$ cat src/rtl/cfgseq_pkg.sv
package cfgseq_pkg;
  localparam int NUM_RULES = 3;
  typedef enum int {
    RULE_UNARMED  = 0,
    RULE_OVERLAP  = 1,
    RULE_RECONFIG = 2
  } rule_e;
endpackage

$ cat src/rtl/cfgseq_arm.sv
module cfgseq_arm #(
  parameter int SEL_W   = 2,
  parameter int SRC_SEL = 0,
  parameter int DST_SEL = 1
) (
  input  logic             clk,
  input  logic             rst_n,
  input  logic             wr_en,
  input  logic [SEL_W-1:0] wr_sel,
  input  logic             start,
  output logic             armed
);
  logic src_ok, dst_ok;
  logic hit_src, hit_dst;

  assign hit_src = wr_en && (wr_sel == SEL_W'(SRC_SEL));
  assign hit_dst = wr_en && (wr_sel == SEL_W'(DST_SEL));

  // start clears first; a write in the same cycle belongs to the next operation
  always_ff @(posedge clk) begin
    if (!rst_n) begin
      src_ok <= 1'b0;
      dst_ok <= 1'b0;
    end else begin
      src_ok <= hit_src | (src_ok & ~start);
      dst_ok <= hit_dst | (dst_ok & ~start);
    end
  end

  assign armed = src_ok & dst_ok;

  // a start without a simultaneous write leaves the block unarmed
  a_r3_start_disarms: assert property (@(posedge clk) disable iff (!rst_n)
    start && !wr_en |=> !armed);
  // once both marks are set and no start occurs, the block stays armed
  a_r2_armed_holds: assert property (@(posedge clk) disable iff (!rst_n)
    armed && !start |=> armed);
endmodule

$ cat src/rtl/cfgseq_busy.sv
module cfgseq_busy (
  input  logic clk,
  input  logic rst_n,
  input  logic start,
  input  logic done,
  output logic busy_eff,
  output logic stray_done
);
  logic busy;

  always_ff @(posedge clk) begin
    if (!rst_n) begin
      busy       <= 1'b0;
      stray_done <= 1'b0;
    end else begin
      busy       <= start | (busy & ~done);
      stray_done <= stray_done | (done & ~busy);
    end
  end

  // done is taken first: a done in this cycle ends the running operation
  assign busy_eff = busy & ~done;

  // start leaves the engine busy
  a_r4_busy_set: assert property (@(posedge clk) disable iff (!rst_n)
    start |=> busy);
  // done without a new start returns to idle
  a_r4_busy_clear: assert property (@(posedge clk) disable iff (!rst_n)
    done && !start |=> !busy);
  // an idle done sets the stray flag
  a_r6_stray_set: assert property (@(posedge clk) disable iff (!rst_n)
    done && !busy |=> stray_done);
  // the stray flag is sticky
  a_r7_stray_sticky: assert property (@(posedge clk) disable iff (!rst_n)
    stray_done |=> stray_done);
endmodule

$ cat src/rtl/cfgseq_recorder.sv
module cfgseq_recorder #(
  parameter int ID_W = 1
) (
  input  logic            clk,
  input  logic            rst_n,
  input  logic            hit,
  input  logic [ID_W-1:0] hit_id,
  output logic            flag,
  output logic            pulse,
  output logic [ID_W-1:0] first_id
);
  always_ff @(posedge clk) begin
    if (!rst_n) begin
      flag     <= 1'b0;
      pulse    <= 1'b0;
      first_id <= '0;
    end else begin
      pulse <= hit;
      flag  <= flag | hit;
      if (hit && !flag) first_id <= hit_id;
    end
  end

  // sticky flag never drops
  a_r7_flag_sticky: assert property (@(posedge clk) disable iff (!rst_n)
    flag |=> flag);
  // every pulse is accompanied by its flag
  a_r7_pulse_flagged: assert property (@(posedge clk) disable iff (!rst_n)
    pulse |-> flag);
  // the first offender ID is frozen once recorded
  a_r8_id_frozen: assert property (@(posedge clk) disable iff (!rst_n)
    flag |=> $stable(first_id));
endmodule

$ cat src/rtl/cfg_seq_monitor.sv
module cfg_seq_monitor
  import cfgseq_pkg::*;
#(
  parameter int SEL_W   = 2,
  parameter int ID_W    = 1,
  parameter int SRC_SEL = 0,
  parameter int DST_SEL = 1
) (
  input  logic                      clk,
  input  logic                      rst_n,
  input  logic                      wr_en,
  input  logic [SEL_W-1:0]          wr_sel,
  input  logic [ID_W-1:0]           wr_id,
  input  logic                      start,
  input  logic [ID_W-1:0]           start_id,
  input  logic                      done,
  output logic [NUM_RULES-1:0]      rule_flag,
  output logic [NUM_RULES-1:0]      rule_pulse,
  output logic [NUM_RULES*ID_W-1:0] rule_id,
  output logic                      stray_done
);
  logic armed, busy_eff;
  logic [NUM_RULES-1:0] hit;
  logic [ID_W-1:0]      hit_id [NUM_RULES];

  cfgseq_arm #(.SEL_W(SEL_W), .SRC_SEL(SRC_SEL), .DST_SEL(DST_SEL)) u_arm (
    .clk(clk), .rst_n(rst_n), .wr_en(wr_en), .wr_sel(wr_sel),
    .start(start), .armed(armed));

  cfgseq_busy u_busy (
    .clk(clk), .rst_n(rst_n), .start(start), .done(done),
    .busy_eff(busy_eff), .stray_done(stray_done));

  // rule event detection
  always_comb begin
    hit[RULE_UNARMED]     = start & ~armed;
    hit_id[RULE_UNARMED]  = start_id;
    hit[RULE_OVERLAP]     = start & busy_eff;
    hit_id[RULE_OVERLAP]  = start_id;
    hit[RULE_RECONFIG]    = wr_en & busy_eff;
    hit_id[RULE_RECONFIG] = wr_id;
  end

  for (genvar r = 0; r < NUM_RULES; r++) begin : g_rule
    cfgseq_recorder #(.ID_W(ID_W)) u_rec (
      .clk(clk), .rst_n(rst_n), .hit(hit[r]), .hit_id(hit_id[r]),
      .flag(rule_flag[r]), .pulse(rule_pulse[r]),
      .first_id(rule_id[r*ID_W +: ID_W]));
  end

  // a simultaneous unarmed and overlapping start shows both pulses together
  a_r10_dual_rule: assert property (@(posedge clk) disable iff (!rst_n)
    start && !armed && busy_eff |=> rule_pulse[RULE_UNARMED] && rule_pulse[RULE_OVERLAP]);
  // a write while idle never raises the reconfiguration rule
  a_r5_idle_write_ok: assert property (@(posedge clk) disable iff (!rst_n)
    wr_en && !busy_eff |=> !rule_pulse[RULE_RECONFIG]);
endmodule

$ cat config.mk
export PLATFORM = sky130hd
export DESIGN_NAME = cfg_seq_monitor
export DESIGN_NICKNAME = d
export VERILOG_FILES = /design/src/rtl/cfgseq_pkg.sv /design/src/rtl/cfgseq_arm.sv /design/src/rtl/cfgseq_busy.sv /design/src/rtl/cfgseq_recorder.sv /design/src/rtl/cfg_seq_monitor.sv
export SDC_FILE = /design/constraint.sdc
export NUM_CORES = 1
export LEC_CHECK = 0
export BUFFER_PORTS_ARGS = -buffer_cell sky130_fd_sc_hd__buf_2
export CAP_MARGIN = 0
export CORE_AREA = 10 10 47 49
export CTS_CLUSTER_DIAMETER = 100
export DETAILED_ROUTE_END_ITERATION = 6
export DIE_AREA = 0 0 57 59
export MAX_ROUTING_LAYER = met4
export PLACE_DENSITY = 0.73
export SLEW_MARGIN = 20
export SYNTH_ARGS = -nofsm -noshare
export SYNTH_HDL_FRONTEND = slang
export SYNTH_HIERARCHICAL = 1
export SYNTH_SLANG_ARGS = --single-unit
$ cat constraint.sdc
create_clock -name clk -period 2.4 [get_ports clk]
set_input_delay 0.12 -clock clk [delete_from_list [all_inputs] [get_ports clk]]
set_output_delay 0.12 -clock clk [all_outputs]
set_load 0.05 [all_outputs]
==> flow_summary.toml, run 1 <==
[sta]
post-route-period-util_pct = 45.4
setup_viol = 0
fin_tns_setup_ns = 0
post-route-min-period_ns = 1.09
tightest_slew_ns = 0.270
rsz0062_at_grt = "false"
timing.final.max_slew_violations = 0
clock-skew-final_ns = 0.0104
setup_ws_ns = 1.31
fmax_ghz = 0.917
relSlewSlack_pct = 82.0
hold_viol = 0

[setup_path]
cp_max_fo = 3
timing.setup.critical_path_class = "reg -> out"
worstPathCellList = "buf_2"
worst-path-buf-inv = 1
crit_family = "flip-flops"
cp.arrival_ns = 0.97
end_kind = "output port"
crit_required_ns = 2.28
start_kind = "register"
crit_slowest_cell = "dfxtp_1"
cpPeakStageDelay_ns = 0.40

[power]
intPower_uw = 314
vdd_drop_max_v = 0.000300
pwr-share-comb_pct = 15.6
clockPowerShare_pct = 31.0
power.leakage_nw = 0.305
power.density_nw_per_um2 = 667
p_sw_uw = 119
p_seq_share_pct = 53.4
p_sw_share_pct = 27.4

[cts]
hold_buffers = 0
worstSkewPairLatency_ns = 0.27
cts_tree = "done"
clk_path_buf_depth = 2
cts_inserted_buffers = 3
cts_setup_buffers = 0
cts_resized = 0
numClockSinks = 13
cts.htree.levels = 1
clkTransAtPathRegs_ns = 0.08
clock-root-buffer = "clkbuf_4"

[global_route]
grt_pass1_vias = 416
grt_antenna_before_repair = 0
grt_use_total_pct = 6.61
grt_pass1_wl_um = 1680
grt-ovfl-total = 0
grt_start_max_net_pins = 18

[routing]
drtIter0Drc = 3
postRouteAntennaNets = 0
num_vias = 382
drt_pass1_iterations = 4
wirelength_um = 1030
viasPerCell = 4.60
drc_errors = 0
wl_per_cell_um = 12.4

[yosys]
synth-xor-area-share_pct = 0
synth.area.top_cells = "dfxtp_1, nor2b_4, o21a_1"
ys_seq_area_share_pct = 50.7
syn_area_um2 = 513
ys_ff_latch = 13
ys_types = 11
synth.avg_cell_area_um2 = 11.4
synth_top_family_by_area = "simple AND/OR/NAND/NOR gates"
synth_compound_area_share_pct = 8.78
synthCells = 45
yosys.area.top_type = "dfxtp_1"
synth_fa_ha_area_share_pct = 0
synth_warnings = 6
synth.area.mux_share_pct = 5.85
synth_top_area_share_pct = 50.7
syn_nets = 54
synthSimpleGateAreaFrac_pct = 34.6

[finish]
fin_area_um2 = 649
final_cell_mix = "buf_2, dfxtp_1, nand2_1"
fillers = 151
seq_area_um2 = 260
syn_to_final_growth_pct = 26.6
mostFrequentLayoutCell = "buf_2"
nets = 77
multi_input_area_um2 = 253
layout-drive-gt1-share_pct = 44.8
diodes = 0

[floorplan]
coreArea_um2 = 1400
ios = 19
die_w_um = 57
rows = 14
dieArea_um2 = 3360
start_util_pct = 36.6
die_h_um = 59

[placement]
io_buffers = 18
dpl_cell_area_um2 = 623
gp_congestion = 0.753
place_ws_ns = 1.34
hpwl_um = 817

[min_path]
hold_path.class = "in -> reg"

[outcome]
status = "finished, final reports clean"

[run]
maxCapViolations = 0
-- through the flow --
stage	hold slack (ns)	power, mW	utilization, %	cells
final	0.0928	0.433	46.3	83
after global routing	0.108	0.452	46.3	83
after CTS	0.0849	0.439	46.3	83
after detailed placement	0.379	0.305	44.5	79
after global placement	0.377	0.303	44.5	79
after floorplan	0.237	0.282	-	45
-- layout make-up --
type | count | area share [%]
Sequential cell | 13 | 40.1
Multi-Input combinational cell | 32 | 38.9
Timing Repair Buffer | 18 | 13.9
Clock buffer | 4 | 4.05
Tap cell | 16 | 3.08
-- per-layer routing --
| metal | GRT usage [%] | routed length, µm | up-vias |
|---|---|---|---|
| li1 | - | - | 193 |
| met3 | 2.36 | 55 | 2 |
| met5 | - | 0 | - |
| met2 | 10.1 | 535 | 10 |
| met1 | 6.51 | 429 | 177 |
| met4 | 6.04 | 10 | 0 |
-- cell families (layout without fill, tap and decap cells) --
group	Yosys count	in the layout
and+or+nand+nor	23	23
DFF	13	13
AOI/OAI and AO/OA	6	6
muxes	3	3
buffers and inverters	0	22
-- state kept, by name, indices dropped and copies added, names as in the netlist --
name                   count
g_rule.u_rec/first_id      3
g_rule.u_rec/flag          3
g_rule.u_rec/pulse         3
u_arm/dst_ok               1
u_arm/src_ok               1
u_busy/busy                1
u_busy/stray_done          1
-- synth_stat cells --
cell type / instances
dfxtp_1: 13
nand2_1: 7
o21a_1: 6
nor2b_4: 5
and2_1: 3
and2_2: 3
mux2i_1: 3
nor2b_1: 2
nand3b_1: 1
nand4b_1: 1
nor3b_2: 1
-- power groups by stage --
stage / clock, mW / combinational (mW) / sequential, mW
2_1_floorplan: 0 / 0.0200 / 0.262
3_3_place_gp: 0 / 0.0672 / 0.236
3_5_place_dp: 0 / 0.0684 / 0.236
4_1_cts: 0.139 / 0.0686 / 0.232
5_1_grt: 0.147 / 0.0725 / 0.233
6_report: 0.134 / 0.0674 / 0.231
-- path summary, 6_finish.rpt --
path / start / end / depth (start not counted) / slack [ns]
setup / recovery: g_rule[0].u_rec/flag$_SDFF_PN0_ / rule_flag[0] / 1 / 1.31
hold / removal: start_id / g_rule[0].u_rec/first_id$_SDFFE_PN0P_ / 3 / 0.09
setup reg to reg: u_busy/busy$_SDFF_PN0_ / g_rule[1].u_rec/first_id$_SDFFE_PN0P_ / 4 / 1.33
hold reg to reg: g_rule[2].u_rec/first_id$_SDFFE_PN0P_ / g_rule[2].u_rec/first_id$_SDFFE_PN0P_ / 2 / 0.46
Note: power is estimated with default switching activity, not from simulation.
==> run 2, diff against run 1 <==
--- a/config.mk
+++ b/config.mk
@@ -12,7 +12,7 @@
 export DETAILED_ROUTE_END_ITERATION = 6
 export DIE_AREA = 0 0 57 59
 export MAX_ROUTING_LAYER = met4
-export PLACE_DENSITY = 0.73
+export PLACE_DENSITY = 0.75
 export SLEW_MARGIN = 20
 export SYNTH_ARGS = -nofsm -noshare
 export SYNTH_HDL_FRONTEND = slang
==> constraint.sdc (replaced) <==
create_clock -name clk -period 0.9 [get_ports clk]
set_input_delay 0.045 -clock clk [delete_from_list [all_inputs] [get_ports clk]]
set_output_delay 0.045 -clock clk [all_outputs]
set_load 0.05 [all_outputs]
==> flow_summary.toml, run 2 (synthesis results as in run 1) <==
[sta]
rsz0062_at_grt = "true"
post-route-min-period_ns = 1.00
timing.final.max_slew_violations = 0
fmax_ghz = 0.999
clock-skew-final_ns = 0.00117
relSlewSlack_pct = 81.2
setup_viol = 4
post-route-period-util_pct = 111
whs_ns = 0.0235
tightest_slew_ns = 0.283
hold_viol = 0
setup_ws_ns = -0.101
fin_tns_setup_ns = -0.292

[setup_path]
crit_required_ns = 1.10
end_kind = "register"
timing.setup.critical_path_class = "reg -> reg"
cpPeakStageDelay_ns = 0.33
cp.arrival_ns = 1.20
crit_top_cell = "nor2b_4"
start_kind = "register"
worstPathCellList = "nor2b_4 > and2_4 > nor2b_4 > mux2i_1"
cp_max_fo = 3
crit_slowest_cell = "dfxtp_2"

[outcome]
status = "finished with violations"
violations = "negative setup slack"

[power]
intPower_uw = 872
p_sw_share_pct = 26.8
p_seq_share_pct = 52.0
power.density_nw_per_um2 = 1600
pwr-share-comb_pct = 18.2
clockPowerShare_pct = 29.7
power.leakage_nw = 0.336
p_sw_uw = 320
vdd_drop_max_v = 0.000759

[run]
maxCapViolations = 0

[finish]
multi_input_area_um2 = 263
final_cell_mix = "buf_2, nand2_1, dfxtp_1"
nets = 80
fillers = 144
seq_area_um2 = 270
reg.largest.list = "g_rule.u_rec/first_id x3, g_rule.u_rec/flag x3, g_rule.u_rec/pulse x3"
mostFrequentLayoutCell = "buf_2"
stdcell_count = 86
layout-drive-gt1-share_pct = 60.0
diodes = 0
syn_to_final_growth_pct = 45.6

[routing]
drc_errors = 0
drt_pass1_iterations = 3
num_vias = 391
viasPerCell = 4.55
wl_per_cell_um = 12.4
postRouteAntennaNets = 0
drtIter0Drc = 1
wirelength_um = 1070

[global_route]
grt_use_total_pct = 6.83
grt-ovfl-total = 0
grt_pass1_vias = 423
grt_pass1_wl_um = 1750
grt_start_max_net_pins = 18
grt_antenna_before_repair = 0

[placement]
gp_congestion = 0.589
hpwl_um = 781
dp.cells = 80
io_buffers = 18

[floorplan]
ios = 19
coreArea_um2 = 1400
die_h_um = 59
die_w_um = 57
start_util_pct = 36.6
rows = 14
dieArea_um2 = 3360

[min_path]
hold_path.class = "in -> reg"

[cts]
clk_path_buf_depth = 2
numClockSinks = 13
worstSkewPairLatency_ns = 0.27
cts.htree.levels = 1
cts_tree = "done"
clock-root-buffer = "clkbuf_4"
clkTransAtPathRegs_ns = 0.08
cts_inserted_buffers = 3
[run 2: layer usage]
metal | global-route usage (%) | up-vias | part of all wire [%]
met3 | 2.58 | 2 | 7.2
li1 | - | 197 | -
met4 | 6.04 | 0 | 0.84
met1 | 6.74 | 181 | 43
met2 | 10.4 | 11 | 49
met5 | - | - | 0
[run 2: cell type report]
| class | instances | share of cell area [%] |
|---|---|---|
| clock buffer | 4 | 3.52 |
| multi-input combinational | 32 | 35.2 |
| sequential | 13 | 36.2 |
| tap | 16 | 2.68 |
| timing repair buffer | 21 | 22.4 |
[run 2: worst paths after layout]
kind                                               from                               endpoint  slack, ns  cells after the start
hold / removal                                    wr_id  g_rule[2].u_rec/first_id$_SDFFE_PN0P_       0.02                      3
setup / recovery                 u_busy/busy$_SDFF_PN0_  g_rule[2].u_rec/first_id$_SDFFE_PN0P_      -0.10                      4
setup reg to reg                 u_busy/busy$_SDFF_PN0_  g_rule[2].u_rec/first_id$_SDFFE_PN0P_      -0.10                      4
hold reg to reg   g_rule[0].u_rec/first_id$_SDFFE_PN0P_  g_rule[0].u_rec/first_id$_SDFFE_PN0P_       0.46                      2
[run 2: power by group through the flow]
stage	clock network, mW	registers, mW	logic (mW)
2_1_floorplan	0	0.700	0.0556
3_3_place_gp	0	0.631	0.186
3_5_place_dp	0	0.632	0.188
4_1_cts	0.377	0.620	0.201
5_1_grt	0.409	0.625	0.234
6_report	0.354	0.621	0.217
[run 2: critical path, delay by kind of cell (launching register included)]
kind | cells | cell delay, ns
and+or+nand+nor | 3 | 0.42
DFF | 1 | 0.33
muxes | 1 | 0.18
[run 2: through the flow]
step | total power [mW] | setup WS, ns | utilization (%) | area, µm²
floorplan | 0.756 | -0.0283 | - | 523
global route | 1.27 | -0.195 | 53.3 | 747
global placement | 0.816 | -0.0619 | 45.7 | 641
CTS | 1.20 | -0.112 | 50.2 | 703
finish | 1.19 | -0.101 | 53.3 | 747
detailed placement | 0.819 | -0.0904 | 45.7 | 641
[run 2: timing repair]
action                                  CTS  global route
setup buffers                             1             1
pin swaps                                 2             0
hold buffers                              0             0
endpoints found under the setup margin   12            14
gates resized for setup                  12            13
